--- config.mk ---
export PLATFORM = sky130hd
export DESIGN_NAME = disp_stat_reg
export DESIGN_NICKNAME = d
export VERILOG_FILES = /design/src/rtl/disp_stat_pkg.sv /design/src/rtl/disp_rst_sync.sv /design/src/rtl/disp_sticky_flag.sv /design/src/rtl/disp_base_track.sv /design/src/rtl/disp_irq_gen.sv /design/src/rtl/disp_stat_reg.sv
export SDC_FILE = /design/constraint.sdc
export NUM_CORES = 1
export LEC_CHECK = 0
export ABC_AREA = 1
export BUFFER_PORTS_ARGS = -buffer_cell sky130_fd_sc_hd__buf_2
export CAP_MARGIN = 20
export CORE_MARGIN = 2
export CORE_UTILIZATION = 34
export CTS_CLUSTER_SIZE = 25
export DETAILED_ROUTE_END_ITERATION = 6
export PLACE_DENSITY = 0.78
export SYNTH_ARGS = -nofsm -noshare
export SYNTH_HDL_FRONTEND = slang
export SYNTH_SLANG_ARGS = --single-unit
export TNS_END_PERCENT = 30
--- constraint.sdc ---
create_clock -name clk -period 0.8 [get_ports clk]
set_input_delay 0.12 -clock clk [delete_from_list [all_inputs] [get_ports clk]]
set_output_delay 0.12 -clock clk [all_outputs]
set_load 0.02 [all_outputs]
--- src/rtl/disp_stat_pkg.sv ---
package disp_stat_pkg;
  localparam int unsigned BIT_DIS_DONE = 0;
  localparam int unsigned BIT_BASE_UPD = 1;
  localparam int unsigned BIT_BUS_ERR  = 2;
  localparam int unsigned BIT_BIAS_CNT = 3;
  localparam int unsigned BIT_FIFO_LO  = 4;
  localparam int unsigned FIXED_FLAGS  = 4;
  // Within the fixed group: sticky bits 0,2,3; error bits only 2.
  localparam logic [FIXED_FLAGS-1:0] FIXED_STICKY = 4'b1101;
  localparam logic [FIXED_FLAGS-1:0] FIXED_ERR    = 4'b0100;
endpackage

--- src/rtl/disp_rst_sync.sv ---
module disp_rst_sync #(
  parameter int unsigned STAGES = 2
) (
  input  logic clk,
  input  logic rst_n,
  output logic rst_n_sync
);
  logic [STAGES-1:0] chain_q;
  logic [STAGES-1:0] chain_d;

  always_comb begin
    chain_d = {chain_q[STAGES-2:0], 1'b1};
  end

  always_ff @(posedge clk or negedge rst_n) begin
    if (!rst_n) chain_q <= '0;
    else        chain_q <= chain_d;
  end

  assign rst_n_sync = chain_q[STAGES-1];
endmodule

--- src/rtl/disp_sticky_flag.sv ---
module disp_sticky_flag (
  input  logic clk,
  input  logic rst_n,
  input  logic set_pulse,
  input  logic clr_req,
  output logic flag
);
  logic flag_q;
  logic flag_d;
  logic flag_en;

  always_comb begin
    flag_en = set_pulse | clr_req;
    flag_d  = set_pulse ? 1'b1 : 1'b0;   // set beats clear
  end

  always_ff @(posedge clk or negedge rst_n) begin
    if (!rst_n)       flag_q <= 1'b0;
    else if (flag_en) flag_q <= flag_d;
  end

  assign flag = flag_q;

  p_set_lands_r3: assert property (@(posedge clk) disable iff (!rst_n)
    set_pulse |=> flag);
  p_set_beats_clr_r5: assert property (@(posedge clk) disable iff (!rst_n)
    (set_pulse && clr_req) |=> flag);
  p_clear_works_r4: assert property (@(posedge clk) disable iff (!rst_n)
    (clr_req && !set_pulse) |=> !flag);
  p_hold_idle_r4: assert property (@(posedge clk) disable iff (!rst_n)
    (!clr_req && !set_pulse) |=> $stable(flag));
endmodule

--- src/rtl/disp_base_track.sv ---
module disp_base_track (
  input  logic clk,
  input  logic rst_n,
  input  logic base_load,
  input  logic base_xfer,
  output logic xfer_done
);
  logic done_q;
  logic done_d;
  logic done_en;

  always_comb begin
    done_en = base_load | base_xfer;
    done_d  = base_xfer;                 // transfer beats a fresh load
  end

  always_ff @(posedge clk or negedge rst_n) begin
    if (!rst_n)       done_q <= 1'b0;
    else if (done_en) done_q <= done_d;
  end

  assign xfer_done = done_q;

  p_xfer_sets_r7: assert property (@(posedge clk) disable iff (!rst_n)
    base_xfer |=> xfer_done);
  p_load_clears_r7: assert property (@(posedge clk) disable iff (!rst_n)
    (base_load && !base_xfer) |=> !xfer_done);
  p_idle_holds_r7: assert property (@(posedge clk) disable iff (!rst_n)
    (!base_load && !base_xfer) |=> $stable(xfer_done));
endmodule

--- src/rtl/disp_irq_gen.sv ---
module disp_irq_gen #(
  parameter int unsigned NUM_FLAGS = 12,
  parameter logic [NUM_FLAGS-1:0] ERR_SEL = '0
) (
  input  logic                 clk,
  input  logic                 rst_n,
  input  logic [NUM_FLAGS-1:0] status,
  input  logic                 err_mask,
  output logic                 irq
);
  logic irq_q;
  logic irq_d;

  always_comb begin
    irq_d = !err_mask && (|(status & ERR_SEL));
  end

  always_ff @(posedge clk or negedge rst_n) begin
    if (!rst_n) irq_q <= 1'b0;
    else        irq_q <= irq_d;
  end

  assign irq = irq_q;

  p_irq_raise_r8: assert property (@(posedge clk) disable iff (!rst_n)
    (!err_mask && (|(status & ERR_SEL))) |=> irq);
  p_mask_blocks_r9: assert property (@(posedge clk) disable iff (!rst_n)
    err_mask |=> !irq);
  p_no_err_quiet_r9: assert property (@(posedge clk) disable iff (!rst_n)
    !(|(status & ERR_SEL)) |=> !irq);
endmodule

--- src/rtl/disp_stat_reg.sv ---
module disp_stat_reg
  import disp_stat_pkg::*;
#(
  parameter int unsigned REG_W      = 32,
  parameter int unsigned FIFO_EVT_W = 8,
  parameter int unsigned SYNC_STG   = 2
) (
  input  logic                  clk,
  input  logic                  rst_n,
  input  logic                  wr_en,
  input  logic [REG_W-1:0]      wr_data,
  output logic [REG_W-1:0]      rd_data,
  input  logic                  err_mask,
  input  logic                  disable_done_evt,
  input  logic                  bus_err_evt,
  input  logic                  bias_cnt_evt,
  input  logic [FIFO_EVT_W-1:0] fifo_err_evt,
  input  logic                  base_load,
  input  logic                  base_xfer,
  output logic                  irq
);
  localparam int unsigned NUM_FLAGS = FIXED_FLAGS + FIFO_EVT_W;
  localparam int unsigned RSVD_W    = REG_W - NUM_FLAGS;
  localparam logic [NUM_FLAGS-1:0] STICKY_SEL = {{FIFO_EVT_W{1'b1}}, FIXED_STICKY};
  localparam logic [NUM_FLAGS-1:0] ERR_SEL    = {{FIFO_EVT_W{1'b1}}, FIXED_ERR};

  logic                 rst_n_s;
  logic [NUM_FLAGS-1:0] evt_vec;
  logic [NUM_FLAGS-1:0] clr_vec;
  logic [NUM_FLAGS-1:0] stat;

  disp_rst_sync #(.STAGES(SYNC_STG)) u_rst_sync (
    .clk        (clk),
    .rst_n      (rst_n),
    .rst_n_sync (rst_n_s)
  );

  always_comb begin
    evt_vec                           = '0;
    evt_vec[BIT_DIS_DONE]             = disable_done_evt;
    evt_vec[BIT_BUS_ERR]              = bus_err_evt;
    evt_vec[BIT_BIAS_CNT]             = bias_cnt_evt;
    evt_vec[NUM_FLAGS-1:BIT_FIFO_LO]  = fifo_err_evt;
    clr_vec = wr_en ? wr_data[NUM_FLAGS-1:0] : '0;
  end

  for (genvar i = 0; i < NUM_FLAGS; i++) begin : g_flag
    if (STICKY_SEL[i]) begin : g_sticky
      disp_sticky_flag u_flag (
        .clk       (clk),
        .rst_n     (rst_n_s),
        .set_pulse (evt_vec[i]),
        .clr_req   (clr_vec[i]),
        .flag      (stat[i])
      );
    end
  end

  disp_base_track u_base (
    .clk       (clk),
    .rst_n     (rst_n_s),
    .base_load (base_load),
    .base_xfer (base_xfer),
    .xfer_done (stat[BIT_BASE_UPD])
  );

  disp_irq_gen #(.NUM_FLAGS(NUM_FLAGS), .ERR_SEL(ERR_SEL)) u_irq (
    .clk      (clk),
    .rst_n    (rst_n_s),
    .status   (stat),
    .err_mask (err_mask),
    .irq      (irq)
  );

  assign rd_data = {{RSVD_W{1'b0}}, stat};

  // software writes never move the read-only bit
  p_ro_ignores_write_r7: assert property (@(posedge clk) disable iff (!rst_n_s)
    (wr_en && !base_load && !base_xfer) |=> $stable(rd_data[BIT_BASE_UPD]));
  // reserved field stays clear after any write
  p_rsvd_after_write_r6: assert property (@(posedge clk) disable iff (!rst_n_s)
    wr_en |=> (rd_data[REG_W-1:NUM_FLAGS] == '0));
endmodule

==> reports/metrics.cfg <==
[status]
status = finished, violations left
violations = setup timing

[min_path]
hold_depth = 2
min_from = base_load
hp-class = primary input to flop

[synthesis]
syn_area_um2 = 805
post-synth-top-count-cell = buf_4
ys_warn_count = 0
yosysTopAreaCellShare_pct = 46.7
syn_area_per_cell_um2 = 9.69
synth_top_flop_cell = dfrtp_1
synth_top_area_cell = dfrtp_1
synth_edf_count = 0
synthTopCellsByCount = buf_4 (32), dfrtp_1 (15), nand2_1 (11)
synth_area_leaders = dfrtp_1 (47%), buf_4 (30%), a21o_1 (9.3%)
yosysUniqueCellTypes = 12
ys_seq_area_share_pct = 46.7
synthArstFlopShare_pct = 100
syn_inst = 83
synth.ff_latch_count = 15

[route]
avgRoutedWirePerCell_um = 9.28
via_count = 615
drt_pass1_iterations = 3
wl_um = 1480
final_antenna_net_count = 0
avgViaCountPerCell = 3.84
drc = 0
drt_iter0_drc = 4

[sta]
final_hold_viol_count = 0
fmax_mhz = 948
fin_crit_ns = 1.05
setup_violations = 18
worst_slack_ns = -0.255
rsz0062_at_grt = yes
clock_skew_ns = 0.00904
period_share_pct = 132
maxSlewViolCount = 0

[global_routing]
grt.met2_usage_pct = 21.7
met1_usage_pct = 11.8
grt_pass1_vias = 597
grt-ovfl-total = 0
antenna_found_initial = 0
grt_usage_pct = 11.3
grt_max_degree = 12
globalRouteMet3Util_pct = 2.86
grt-busiest-layer = met2
grt_pass1_wl_um = 2310

[floorplan]
initial_core_util_pct = 36.0
dieHeight_um = 52.6
fp.dieW_um = 52.6
rows = 17
pin_count = 82
fp.dieArea_um2 = 2770
core_um2 = 2230

[clock_tree]
cts_buffers = 3
cts_buffer_depth = 2
root_buffer = clkbuf_4
htree_levels = 1
cts.reportedPaths.clkPinSlew_ns = 0.10
clk_latency_ns = 0.28
clock_sinks = 15
cts_tree = done

[pwr]
irDropWorstVdd_uv = 959
power.switching_w = 0.000518
switching_share_pct = 29.8
p_comb_share_pct = 26.3
p_leak_nw = 0.591
p_seq_share_pct = 48.4
pwr-share-clk_pct = 25.3
internal-power_w = 0.00122
powerDensity_nw_per_um2 = 1540

[place]
gp_congestion = 0.646
dp_worst_setup_slack_ns = -0.0239
place_hpwl_um = 1190
post-place-cells = 144
io_buffers = 40

[setup_path]
rr_worst_depth = 5
crit_arrival_ns = 0.93
r2r_start = g_flag[5].g_sticky.u_flag.flag
cp-startpoint = g_flag[5].g_sticky.u_flag.flag
end_kind = primary output
start_kind = flop
worstPathMaxFanout = 2
path_class = flop to primary output
critPathRequiredTime_ns = 0.68

[final_layout]
multi_input_comb_area_um2 = 241
layout.cells.non_filler = 160
seq_area_um2 = 375
drive_gt1_share_pct = 43.9
n_fill_cell = 229
diodes = 0
fin_nets = 182
area_growth_pct = 40.1

[job]
maxCapViolCount = 0

[per-stage QoR]
stage	power [W]	setup TNS, ns	instance area, um^2	hold slack, ns	util (%)
6_report	0.00174	-2.93	1130	0.0135	50.5
5_1_grt	0.00184	-3.79	1130	0.00423	50.5
4_1_cts	0.00171	-2.93	1040	0.00390	46.6
3_5_place_dp	0.00121	-0.0293	912	-0.0920	40.8
3_3_place_gp	0.00120	-0.0225	912	-0.0927	40.8
2_1_floorplan	0.00118	0	876	-0.176	-
[flip-flops by register name, indices dropped and copies added (netlist names)]
register and cells:
u_base.xfer_done 1, g_flag.g_sticky.u_flag.flag 11, u_rst_sync.chain_q 2, u_irq.irq 1
[what timing repair did]
action | in CTS | in global routing
resized for setup | 17 | 8
hold buffers | 2 | 4
pin swaps | 2 | 4
endpoints found under the setup margin | 15 | 21
buffers inserted | 3 | 3
endpoints found under the hold margin | 3 | 4
[power by group through the flow]
stage	Combinational, W	Sequential (W)	Clock, W
floorplan	0.000327	0.000855	0
global placement	0.000350	0.000847	0
detailed placement	0.000354	0.000851	0
CTS	0.000416	0.000839	0.000455
global route	0.000500	0.000848	0.000492
finish	0.000457	0.000840	0.000438
[layout by cell type (no fill, tap or decap), drive strengths merged]
cell,n
o21bai,1
clkinvlp,1
nand3,1
nor2,6
dlygate4sd3,6
clkbuf,3
buf,53
a21oi,1
inv,2
a21o,10
conb,21
or2,1
nand2,11
dfrtp,15
[worst paths after layout]
check	to	slack, ns
setup / recovery	rd_data[5]	-0.25
hold / removal	u_base.xfer_done	0.01
setup reg to reg	u_irq.irq	-0.17
hold reg to reg	g_flag[3].g_sticky.u_flag.flag	0.11
max in group asynchronous	u_irq.irq	0.32
min in group asynchronous	g_flag[3].g_sticky.u_flag.flag	0.11
[cell type report]
class                           count  area share (%)
Inverter                            2           0.666
Multi-Input combinational cell     52            21.4
Clock buffer                        3            2.00
Sequential cell                    15            33.3
Timing Repair Buffer               59            38.8
Tap cell                           28            3.11
Clock inverter                      1           0.666
[cell families after synthesis]
| kind of cell | share of synthesized area, % |
|---|---|
| AO/OA/AOI/OAI | 10.9 |
| buffers and inverters | 32.2 |
| flip-flops | 46.7 |
| other | 0.933 |
| AND/OR/NAND/NOR | 9.33 |
[metal layers]
metal	vias up	routed length, um
met2	41	773
met4	0	0
met1	272	585
li1	302	-
met3	0	125
met5	-	0
[critical path: stages (launching register included)]
cell and delay (ns):
dfrtp_1 0.41, buf_6 0.12, buf_6 0.12
Power figures use the tool's default switching activity.
